<file path="config.mk">
export PLATFORM = sky130hd
export DESIGN_NAME = dual_bus_decoder
export DESIGN_NICKNAME = d
export VERILOG_FILES = /design/src/rtl/dual_bus_decoder_pkg.sv /design/src/rtl/mdec_cfg_regs.sv /design/src/rtl/mdec_region_decode.sv /design/src/rtl/mdec_wr_guard.sv /design/src/rtl/dual_bus_decoder.sv
export SDC_FILE = /design/constraint.sdc
export NUM_CORES = 1
export LEC_CHECK = 0
export BUFFER_PORTS_ARGS = -buffer_cell sky130_fd_sc_hd__buf_2
export CORE_ASPECT_RATIO = 0.7
export CORE_UTILIZATION = 35
export DETAILED_ROUTE_END_ITERATION = 12
export RECOVER_POWER = 25
export SKIP_LAST_GASP = 1
export SLEW_MARGIN = 20
export SYNTH_ARGS = -nofsm -noshare
export SYNTH_HDL_FRONTEND = slang
export SYNTH_SLANG_ARGS = --single-unit
</file>
<file path="constraint.sdc">
create_clock -name clk_i -period 6 [get_ports clk_i]
set_clock_uncertainty 0.1 [all_clocks]
set_input_delay 1.2 -clock clk_i [delete_from_list [all_inputs] [get_ports clk_i]]
set_output_delay 1.2 -clock clk_i [all_outputs]
set_load 0.01 [all_outputs]
</file>
<file path="src/rtl/dual_bus_decoder_pkg.sv">
package dual_bus_decoder_pkg;
  localparam int ADDR_W     = 24;
  localparam int DEV_AW     = 20;
  localparam int DATA_W     = 8;
  localparam int REG_AW     = 9;
  localparam int IRAM_AW    = 11;
  localparam int CHUNK_AW   = 8;
  localparam int CHUNK_IW   = IRAM_AW - CHUNK_AW;
  localparam int N_CHUNKS   = 1 << CHUNK_IW;
  localparam int WIN_AW     = 13;
  localparam int HBANK_W    = 5;
  localparam int CBANK_W    = 7;
  localparam int PROT_W     = 4;
  localparam int N_SEL      = 4;

  localparam int SEL_REG    = 0;
  localparam int SEL_IRAM   = 1;
  localparam int SEL_BW     = 2;
  localparam int SEL_BMP    = 3;

  localparam logic [REG_AW-1:0] RA_HBANK = 9'h024;
  localparam logic [REG_AW-1:0] RA_CBANK = 9'h025;
  localparam logic [REG_AW-1:0] RA_HBWE  = 9'h026;
  localparam logic [REG_AW-1:0] RA_CBWE  = 9'h027;
  localparam logic [REG_AW-1:0] RA_PROT  = 9'h028;
  localparam logic [REG_AW-1:0] RA_HIRAM = 9'h029;
  localparam logic [REG_AW-1:0] RA_CIRAM = 9'h02A;

  typedef struct packed {
    logic [HBANK_W-1:0]  host_bank;
    logic [CBANK_W-1:0]  cop_bank;
    logic                cop_bitmap;
    logic                host_bw_we;
    logic                cop_bw_we;
    logic [PROT_W-1:0]   prot_n;
    logic [N_CHUNKS-1:0] host_iram_we;
    logic [N_CHUNKS-1:0] cop_iram_we;
  } cfg_t;
endpackage

</file>
<file path="src/rtl/mdec_cfg_regs.sv">
module mdec_cfg_regs
  import dual_bus_decoder_pkg::*;
(
  input  logic              clk_i,
  input  logic              rst_ni,
  input  logic              we_i,
  input  logic [REG_AW-1:0] idx_i,
  input  logic [DATA_W-1:0] wdata_i,
  output cfg_t              cfg_o
);
  logic [N_CHUNKS-1:0] iram_q [2];
  logic [N_CHUNKS-1:0] iram_d [2];

  // per-side internal-RAM chunk enables
  for (genvar s = 0; s < 2; s++) begin : g_iram
    localparam logic [REG_AW-1:0] ADR = (s == 0) ? RA_HIRAM : RA_CIRAM;
    always_comb begin
      iram_d[s] = iram_q[s];
      if (we_i && idx_i == ADR) iram_d[s] = wdata_i[N_CHUNKS-1:0];
    end
    always_ff @(posedge clk_i or negedge rst_ni) begin
      if (!rst_ni) iram_q[s] <= '0;
      else         iram_q[s] <= iram_d[s];
    end
  end

  logic [HBANK_W-1:0] host_bank_q;
  logic [CBANK_W-1:0] cop_bank_q;
  logic               cop_bitmap_q, host_bw_we_q, cop_bw_we_q;
  logic [PROT_W-1:0]  prot_q;

  always_ff @(posedge clk_i or negedge rst_ni) begin
    if (!rst_ni) begin
      host_bank_q  <= '0;
      cop_bank_q   <= '0;
      cop_bitmap_q <= 1'b0;
      host_bw_we_q <= 1'b0;
      cop_bw_we_q  <= 1'b0;
      prot_q       <= '0;
    end else if (we_i) begin
      unique case (idx_i)
        RA_HBANK: host_bank_q <= wdata_i[HBANK_W-1:0];
        RA_CBANK: begin
          cop_bank_q   <= wdata_i[CBANK_W-1:0];
          cop_bitmap_q <= wdata_i[7];
        end
        RA_HBWE:  host_bw_we_q <= wdata_i[7];
        RA_CBWE:  cop_bw_we_q  <= wdata_i[7];
        RA_PROT:  prot_q       <= wdata_i[PROT_W-1:0];
        default: ;
      endcase
    end
  end

  always_comb begin
    cfg_o.host_bank    = host_bank_q;
    cfg_o.cop_bank     = cop_bank_q;
    cfg_o.cop_bitmap   = cop_bitmap_q;
    cfg_o.host_bw_we   = host_bw_we_q;
    cfg_o.cop_bw_we    = cop_bw_we_q;
    cfg_o.prot_n       = prot_q;
    cfg_o.host_iram_we = iram_q[0];
    cfg_o.cop_iram_we  = iram_q[1];
  end
endmodule

</file>
<file path="src/rtl/mdec_region_decode.sv">
module mdec_region_decode
  import dual_bus_decoder_pkg::*;
(
  input  logic              req_i,
  input  logic              side_i,
  input  logic [ADDR_W-1:0] addr_i,
  input  cfg_t              cfg_i,
  output logic [N_SEL-1:0]  sel_o,
  output logic [DEV_AW-1:0] dev_addr_o
);
  logic [15:0] off;
  logic        low_half;
  logic [3:0]  bank_hi;

  assign off      = addr_i[15:0];
  assign low_half = ~addr_i[22];
  assign bank_hi  = addr_i[23:20];

  always_comb begin
    sel_o      = '0;
    dev_addr_o = '0;
    if (req_i) begin
      if (low_half) begin
        if (side_i && off[15:IRAM_AW] == '0) begin
          sel_o[SEL_IRAM] = 1'b1;
          dev_addr_o      = DEV_AW'(off[IRAM_AW-1:0]);
        end else if (off[15:REG_AW] == 7'b0010001) begin
          sel_o[SEL_REG] = 1'b1;
          dev_addr_o     = DEV_AW'(off[REG_AW-1:0]);
        end else if (off[15:IRAM_AW] == 5'b00110) begin
          sel_o[SEL_IRAM] = 1'b1;
          dev_addr_o      = DEV_AW'(off[IRAM_AW-1:0]);
        end else if (off[15:WIN_AW] == 3'b011) begin
          if (!side_i) begin
            sel_o[SEL_BW] = 1'b1;
            dev_addr_o    = DEV_AW'({cfg_i.host_bank, off[WIN_AW-1:0]});
          end else begin
            sel_o[cfg_i.cop_bitmap ? SEL_BMP : SEL_BW] = 1'b1;
            dev_addr_o = DEV_AW'({cfg_i.cop_bank, off[WIN_AW-1:0]});
          end
        end
      end else if (bank_hi == 4'h4) begin
        sel_o[SEL_BW] = 1'b1;
        dev_addr_o    = addr_i[DEV_AW-1:0];
      end else if (bank_hi == 4'h6 && side_i) begin
        sel_o[SEL_BMP] = 1'b1;
        dev_addr_o     = addr_i[DEV_AW-1:0];
      end
    end
  end
endmodule

</file>
<file path="src/rtl/mdec_wr_guard.sv">
module mdec_wr_guard
  import dual_bus_decoder_pkg::*;
(
  input  logic              req_i,
  input  logic              wr_i,
  input  logic              side_i,
  input  logic [N_SEL-1:0]  sel_i,
  input  logic [DEV_AW-1:0] dev_addr_i,
  input  cfg_t              cfg_i,
  output logic              wr_ok_o
);
  logic [DEV_AW-1:0]   prot_lim;
  logic [N_CHUNKS-1:0] iram_we;
  logic                bw_en, above_prot, iram_ok;

  assign prot_lim   = {{(DEV_AW-PROT_W-CHUNK_AW){1'b0}}, cfg_i.prot_n, {CHUNK_AW{1'b0}}};
  assign above_prot = dev_addr_i >= prot_lim;
  assign bw_en      = side_i ? cfg_i.cop_bw_we : cfg_i.host_bw_we;
  assign iram_we    = side_i ? cfg_i.cop_iram_we : cfg_i.host_iram_we;
  assign iram_ok    = iram_we[dev_addr_i[IRAM_AW-1:CHUNK_AW]];

  always_comb begin
    wr_ok_o = 1'b0;
    if (req_i && wr_i) begin
      unique case (1'b1)
        sel_i[SEL_REG]:  wr_ok_o = 1'b1;
        sel_i[SEL_IRAM]: wr_ok_o = iram_ok;
        sel_i[SEL_BW]:   wr_ok_o = bw_en | above_prot;
        sel_i[SEL_BMP]:  wr_ok_o = side_i & cfg_i.cop_bw_we;
        default:         wr_ok_o = 1'b0;
      endcase
    end
  end
endmodule

</file>
<file path="src/rtl/dual_bus_decoder.sv">
module dual_bus_decoder
  import dual_bus_decoder_pkg::*;
(
  input  logic              clk_i,
  input  logic              rst_ni,
  input  logic              req_i,
  input  logic              side_i,
  input  logic              wr_i,
  input  logic [ADDR_W-1:0] addr_i,
  input  logic [DATA_W-1:0] wdata_i,
  output logic [N_SEL-1:0]  sel_o,
  output logic [DEV_AW-1:0] dev_addr_o,
  output logic              wr_ok_o
);
  cfg_t cfg;
  logic reg_we;

  assign reg_we = req_i & wr_i & sel_o[SEL_REG];

  mdec_cfg_regs u_regs (
    .clk_i   (clk_i),
    .rst_ni  (rst_ni),
    .we_i    (reg_we),
    .idx_i   (dev_addr_o[REG_AW-1:0]),
    .wdata_i (wdata_i),
    .cfg_o   (cfg)
  );

  mdec_region_decode u_dec (
    .req_i      (req_i),
    .side_i     (side_i),
    .addr_i     (addr_i),
    .cfg_i      (cfg),
    .sel_o      (sel_o),
    .dev_addr_o (dev_addr_o)
  );

  mdec_wr_guard u_guard (
    .req_i      (req_i),
    .wr_i       (wr_i),
    .side_i     (side_i),
    .sel_i      (sel_o),
    .dev_addr_i (dev_addr_o),
    .cfg_i      (cfg),
    .wr_ok_o    (wr_ok_o)
  );
endmodule

</file>
==> metrics.txt, run 1 <==
Worst Setup EP=wr_ok_o; Area Growth Syn to Fin=20.4%; Syn Inst Count=approximately 230; Final GP Congestion=roughly 0.83; Final Max Tran Viols=36; die width=roughly 99 um; post-CTS sizing=0; clk buf depth=2; failing checks=capacitance limit, slew limit; Antenna Nets Post-Route=0; Core Region=about 6300 sq um; fin crit share=0.862; RR Endpoint=u_regs.cop_bank_q[5]; GR Overflow Total=0; Num CTS Buffers=5; share of layout cells above drive strength 1=0.408; CP Data Required Time=4.70 ns; placed instance count=roughly 360; clock root cell=clkbuf_8; drt drc=0; DR WL/cell=around 16 um; Startpoint Class=primary input; CTS tree=built; number of synthesized flops with an enable pin=0; R2R Path Start=u_regs.cop_bank_q[5]; htree depth=2; total net switching power=0.125 mW; hold_sp=u_regs.cop_bank_q[3]; clk_lat worst skew=between 0.2 and 0.3 ns; total design power=about 0.5 mW; RSZ-0062 raised after global routing=false; Setup TNS=0 ns; Post-CTS Hold Fix Bufs=0; sequential power share=0.481; max-cap violations=1; initial antenna violation count=0; vias in the first global route=about 1900; drt pass-1 iters=4; Layout Cells excl Fill=between 300 and 400; post-DP HPWL=4590 um; max_slew headroom=-0.243; row cnt=24; Final Setup Violations=0; clock power share=0.379; Worst Tran Pin Value=around 1.9 ns; Peak VDD IR=0.0000947 V; reg2reg path depth=1; crit path DAT=3.87 ns; Nets=about 330; Worst setup EP type=output pin; final worst slack=a little over 0.8 ns; Area after DPL=between 2000 and 3000 sq um; Async SR Flop Fraction=1.00; ant diodes=0; Port Buffers=61; commonest register cell after synthesis=dfrtp_1; post-route design area=between 2000 and 3000 sq um; chip height=between 60 and 70 um; final hold slack=~0.4 ns; HP Class=register to register; Leak=between 1 and 1.5 nW; io pins=62; synthesized area per cell=between 10 and 15 sq um; final hold vios=0; starting density of the core=0.367; GRT Total Usage=0.182; postcts setup bufs=0; register bit total from synthesis=35; Sink Count=35; Logic pwr share=0.141; Post-Syn Area=between 2000 and 2500 sq um; outcome=finished, violations left; sw frac=0.254; fin util=0.442; pre-CTS setup slack=0.882 ns; area of the die=between 6000 and 7000 sq um; first-pass GRT wire length=between 9000 and 10000 um; vias=1938; Ys Warns=0; f_max=about 0.19 GHz; CP Launch Point=side_i; clk slew on worst S/H paths=around 0.06 ns; r2r setup slk=about 5 ns; pwr/cell area=roughly 180 nW/um^2; crit-path max FO=28; drt total wl=about 5800 um; Worst Setup Path Type=primary input to output pin; Unique masters post-synth=53; min Tclk post-route=about 5.2 ns; Via density=5.28; Net Count, Synth=approximately 270; register area share after synthesis=0.381; 1st-iter DRT viols=111; Int Pwr=roughly 0.37 mW; largest net degree at the start of global routing=36
-- layout make-up --
cell class	instances	area, sq um
Fill cell	608	3500
Multi-Input combinational cell	177	1360
Sequential cell	35	876
Timing Repair Buffer	61	304
Clock buffer	8	100
Tap cell	78	97.6
Inverter	8	30.0
-- how the worst min path moves through the flow --
stage | end | cells after the start
after floorplan | u_regs.cop_bank_q[3] | 1
after global placement | u_regs.cop_bank_q[3] | 1
after detailed placement | u_regs.cop_bank_q[3] | 1
after CTS | u_regs.cop_bank_q[3] | 1
after global routing | u_regs.cop_bank_q[3] | 1
final | u_regs.cop_bank_q[3] | 1
-- cells by family after synthesis --
group                      after synthesis  share of synthesized area
and+or+nand+nor                         86                      0.229
AOI/OAI and AO/OA                       46                      0.145
muxes                                   41                      0.198
DFF                                     35                      0.381
buffers and inverters                   15                     0.0266
adders and majority gates                3                     0.0163
xor gates and xnor gates                 1                    0.00381
-- critical path, cell delays in order --
cell,delay [ns]
buf_2,0.43
nor2b_1,0.16
o32ai_1,0.44
and2_1,0.23
ha_1,0.25
nor3b_1,0.15
o41ai_1,0.42
a31oi_1,0.19
a41o_1,0.25
buf_2,0.14
-- cell usage in the layout (no fill, tap or decap), types with 3 or more instances in the layout --
cell	count
a31oi_1	6
inv_1	7
o21ai_0	5
nand2b_1	6
nor2_1	14
nand2_1	18
ha_1	3
mux2i_1	5
dfrtp_1	35
nor3_1	6
nor3b_1	4
a21oi_1	14
and2_1	14
buf_2	60
nand3b_1	3
nor3_4	3
clkbuf_8	7
mux2_2	35
-- layer usage --
metal  up-vias  GRT usage  part of all wire  wire (um)
met2        52      0.242              0.39       2250
met1       918      0.290              0.55       3160
met5         -          0                 0          0
met3         5     0.0433             0.059        339
met4         0     0.0398            0.0054         31
li1        963          -                 -          -
-- flip-flops by register name, indices dropped and copies added, names as in the netlist --
signal and cells:
u_regs.cfg_o 16, u_regs.cop_bank_q 7, u_regs.cop_bitmap_q 1, u_regs.cop_bw_we_q 1
u_regs.host_bank_q 5, u_regs.host_bw_we_q 1, u_regs.prot_q 4
-- power by group through the flow --
stage	logic (mW)	registers, mW	clock network [mW]
3_5_place_dp	0.0693	0.240	0
4_1_cts	0.0696	0.236	0.190
5_1_grt	0.0771	0.236	0.199
2_1_floorplan	0.0352	0.240	0
6_report	0.0692	0.236	0.186
3_3_place_gp	0.0691	0.240	0
-- Yosys cell counts, drive strengths merged (2+ instances only) --
cell / n / area share
a21boi: 2 / 0.0065
a21oi: 14 / 0.030
a31o: 2 / 0.0076
a31oi: 6 / 0.016
and2: 15 / 0.042
and3: 2 / 0.0054
buf: 2 / 0.0054
clkbuf: 5 / 0.0082
dfrtp: 35 / 0.38
ha: 3 / 0.016
inv: 8 / 0.013
mux2: 36 / 0.18
mux2i: 5 / 0.022
nand2: 19 / 0.032
nand2b: 6 / 0.016
nand3b: 3 / 0.0098
nand4: 2 / 0.012
nor2: 14 / 0.023
nor2b: 2 / 0.0054
nor3: 10 / 0.039
nor3b: 4 / 0.013
nor4: 2 / 0.0054
o2111ai: 3 / 0.014
o21ai: 6 / 0.015
o41ai: 2 / 0.0076
or3: 2 / 0.0054
No activity file was read; power rests on OpenSTA's default activity.
==> run 2, diff against run 1 <==
--- a/config.mk
+++ b/config.mk
@@ -8,6 +8,7 @@
 export BUFFER_PORTS_ARGS = -buffer_cell sky130_fd_sc_hd__buf_2
 export CORE_ASPECT_RATIO = 0.7
 export CORE_UTILIZATION = 35
+export CTS_CLUSTER_DIAMETER = 200
 export DETAILED_ROUTE_END_ITERATION = 12
 export RECOVER_POWER = 25
 export SKIP_LAST_GASP = 1
==> constraint.sdc (replaced) <==
create_clock -name clk_i -period 5.95 [get_ports clk_i]
set_clock_uncertainty 0.1 [all_clocks]
set_input_delay 1.19 -clock clk_i [delete_from_list [all_inputs] [get_ports clk_i]]
set_output_delay 1.19 -clock clk_i [all_outputs]
set_load 0.01 [all_outputs]
==> run 2 against run 1 <==
Effect of this change:
- the flow still finishes with violations (capacitance limit, slew limit)
- sequential power about the same
- worst hold slack better by 0.00054 ns
- utilization unchanged
- combinational power up 2%
- first-iteration DRC count is 15% lower
- final area unchanged
- critical endpoint unchanged
==> metrics.txt, run 2 (synthesis gave the netlist of run 1 again) <==
post-DP HPWL=4560 um (was 4590 um); hold_sp=u_regs.cop_bank_q[3] (unchanged); max reg flops=16 (unchanged); Sink Count=35 (unchanged); Num CTS Buffers=5 (unchanged); row cnt=24 (unchanged); Startpoint Class=primary input (unchanged); Post-CTS Hold Fix Bufs=0 (unchanged); DR WL/cell=15.8 um (about the same); reg2reg path depth=1 (unchanged); max-cap violations=1 (unchanged); clk_lat worst skew=0.28 ns (about the same); fin util=0.442 (unchanged); Worst setup EP type=output pin (unchanged); Final Max Tran Viols=36 (unchanged); post-route design area=2770 sq um (unchanged); postcts setup bufs=0 (unchanged); drt drc=0 (unchanged); sequential power share=0.482 (was 0.481); R2R Path Start=u_regs.cop_bitmap_q (was u_regs.cop_bank_q[5]); final worst slack=0.844 ns (was 0.826 ns); total net switching power=0.125 mW (about the same); largest net degree at the start of global routing=36 (unchanged); drt total wl=5800 um (was 5780 um); ant diodes=0 (unchanged); RSZ-0062 raised after global routing=false (unchanged); post-CTS sizing=0 (unchanged); Peak VDD IR=0.000127 V (was 0.0000947 V); initial antenna violation count=0 (unchanged); hold depth=1 (unchanged); Worst Setup Path Type=primary input to output pin (unchanged); Port Buffers=61 (unchanged); CP Data Required Time=4.66 ns (was 4.70 ns); starting density of the core=0.367 (unchanged); sw frac=0.253 (was 0.254); drt pass-1 iters=4 (unchanged); GR Overflow Total=0 (unchanged); clock root cell=clkbuf_8 (unchanged); RR Endpoint=u_regs.cop_bitmap_q (was u_regs.cop_bank_q[5]); Via density=5.33 (was 5.28); hold endpoint=u_regs.cop_bank_q[3] (unchanged); CTS tree=built (unchanged); Worst Tran Pin Value=1.84 ns (was 1.86 ns); fin crit share=0.858; crit-path max FO=28 (unchanged); io pins=62 (unchanged); min Tclk post-route=5.11 ns; area of the die=6910 sq um (unchanged); share of layout cells above drive strength 1=0.408 (unchanged); chip height=69.8 um (unchanged); die width=98.9 um (unchanged); Area after DPL=2670 sq um (unchanged); commonest non-fill, non-tap cell in the layout=buf_2 (unchanged); Core Region=6280 sq um (unchanged); outcome=finished, violations left (unchanged); pre-CTS setup slack=0.886 ns (was 0.882 ns); vias in the first global route=1856 (was 1855); Setup TNS=0 ns (unchanged); HP Class=register to register (unchanged); vias=1956 (was 1938); pwr/cell area=178 nW/um^2 (was 177 nW/um^2); GRT Total Usage=0.181 (was 0.182); crit path DAT=3.82 ns (was 3.87 ns); Leak=1.36 nW (unchanged); Logic pwr share=0.142 (was 0.141); total design power=0.494 mW (was 0.491 mW); f_max=around 0.20 GHz; Final Setup Violations=0 (unchanged); most frequent cells in the layout=buf_2, mux2_2, dfrtp_1 (unchanged); final hold vios=0 (unchanged); Area Growth Syn to Fin=20.4% (unchanged); r2r setup slk=5.06 ns (was 5.10 ns); max_slew headroom=-0.228 (was -0.243); Nets=328 (unchanged); clk buf depth=2 (unchanged); Final GP Congestion=0.826 (unchanged); 1st-iter DRT viols=94 (was 111); clock power share=0.376 (was 0.379); htree depth=2 (unchanged); clk slew on worst S/H paths=0.07 ns (was 0.06 ns); failing checks=capacitance limit, slew limit (unchanged); Int Pwr=0.369 mW (was 0.366 mW); first-pass GRT wire length=9670 um (unchanged); Antenna Nets Post-Route=0 (unchanged)
-- run 2: cell counts in the layout (fill, tap and decap cells not counted) --
Identical to the previous run, type by type.
-- run 2: layout make-up --
cell class	instances	area, sq um
multi-input combinational	177	1360
fill	596	3500
inverter	8	30.0
clock buffer	8	100
timing repair buffer	61	304
sequential	35	876
tap	78	97.6
-- run 2: power by group through the flow --
stage	sequential (mW)	clock [mW]	combinational, mW
floorplan	0.242	0	0.0355
global placement	0.242	0	0.0697
detailed placement	0.242	0	0.0701
CTS	0.238	0.191	0.0703
global route	0.238	0.199	0.0782
finish	0.238	0.186	0.0703
-- run 2: per-stage QoR --
stage | cells | hold WS, ns
3_5_place_dp | 359 | 0.390
6_report | 367 | 0.401
3_3_place_gp | 359 | 0.374
4_1_cts | 367 | 0.406
2_1_floorplan | 227 | 0.358
5_1_grt | 367 | 0.420
-- run 2: layer usage --
| metal | routed length [um] | share of wire | global-route usage |
|---|---|---|---|
| met2 | 2250 | 0.39 | 0.243 |
| met3 | 454 | 0.078 | 0.0484 |
| met5 | 0 | 0 | 0 |
| met4 | 48 | 0.0083 | 0.0398 |
| met1 | 3050 | 0.53 | 0.282 |
-- run 2: worst max-delay path by stage --
| stage | start | endpoint | cells after the start |
|---|---|---|---|
| 2_1_floorplan | addr_i[23] | wr_ok_o | 8 |
| 3_3_place_gp | side_i | wr_ok_o | 10 |
| 3_5_place_dp | side_i | wr_ok_o | 10 |
| 4_1_cts | side_i | wr_ok_o | 10 |
| 5_1_grt | side_i | wr_ok_o | 11 |
| 6_report | side_i | wr_ok_o | 10 |
-- run 2: worst max-delay path, cell delays in order --
cell and delay, ns:
buf_2 0.43, nor2b_1 0.16, o32ai_1 0.46, and2_1 0.24
ha_1 0.25, nor3b_1 0.15, o41ai_1 0.36, a31oi_1 0.18
a41o_1 0.25, buf_2 0.14
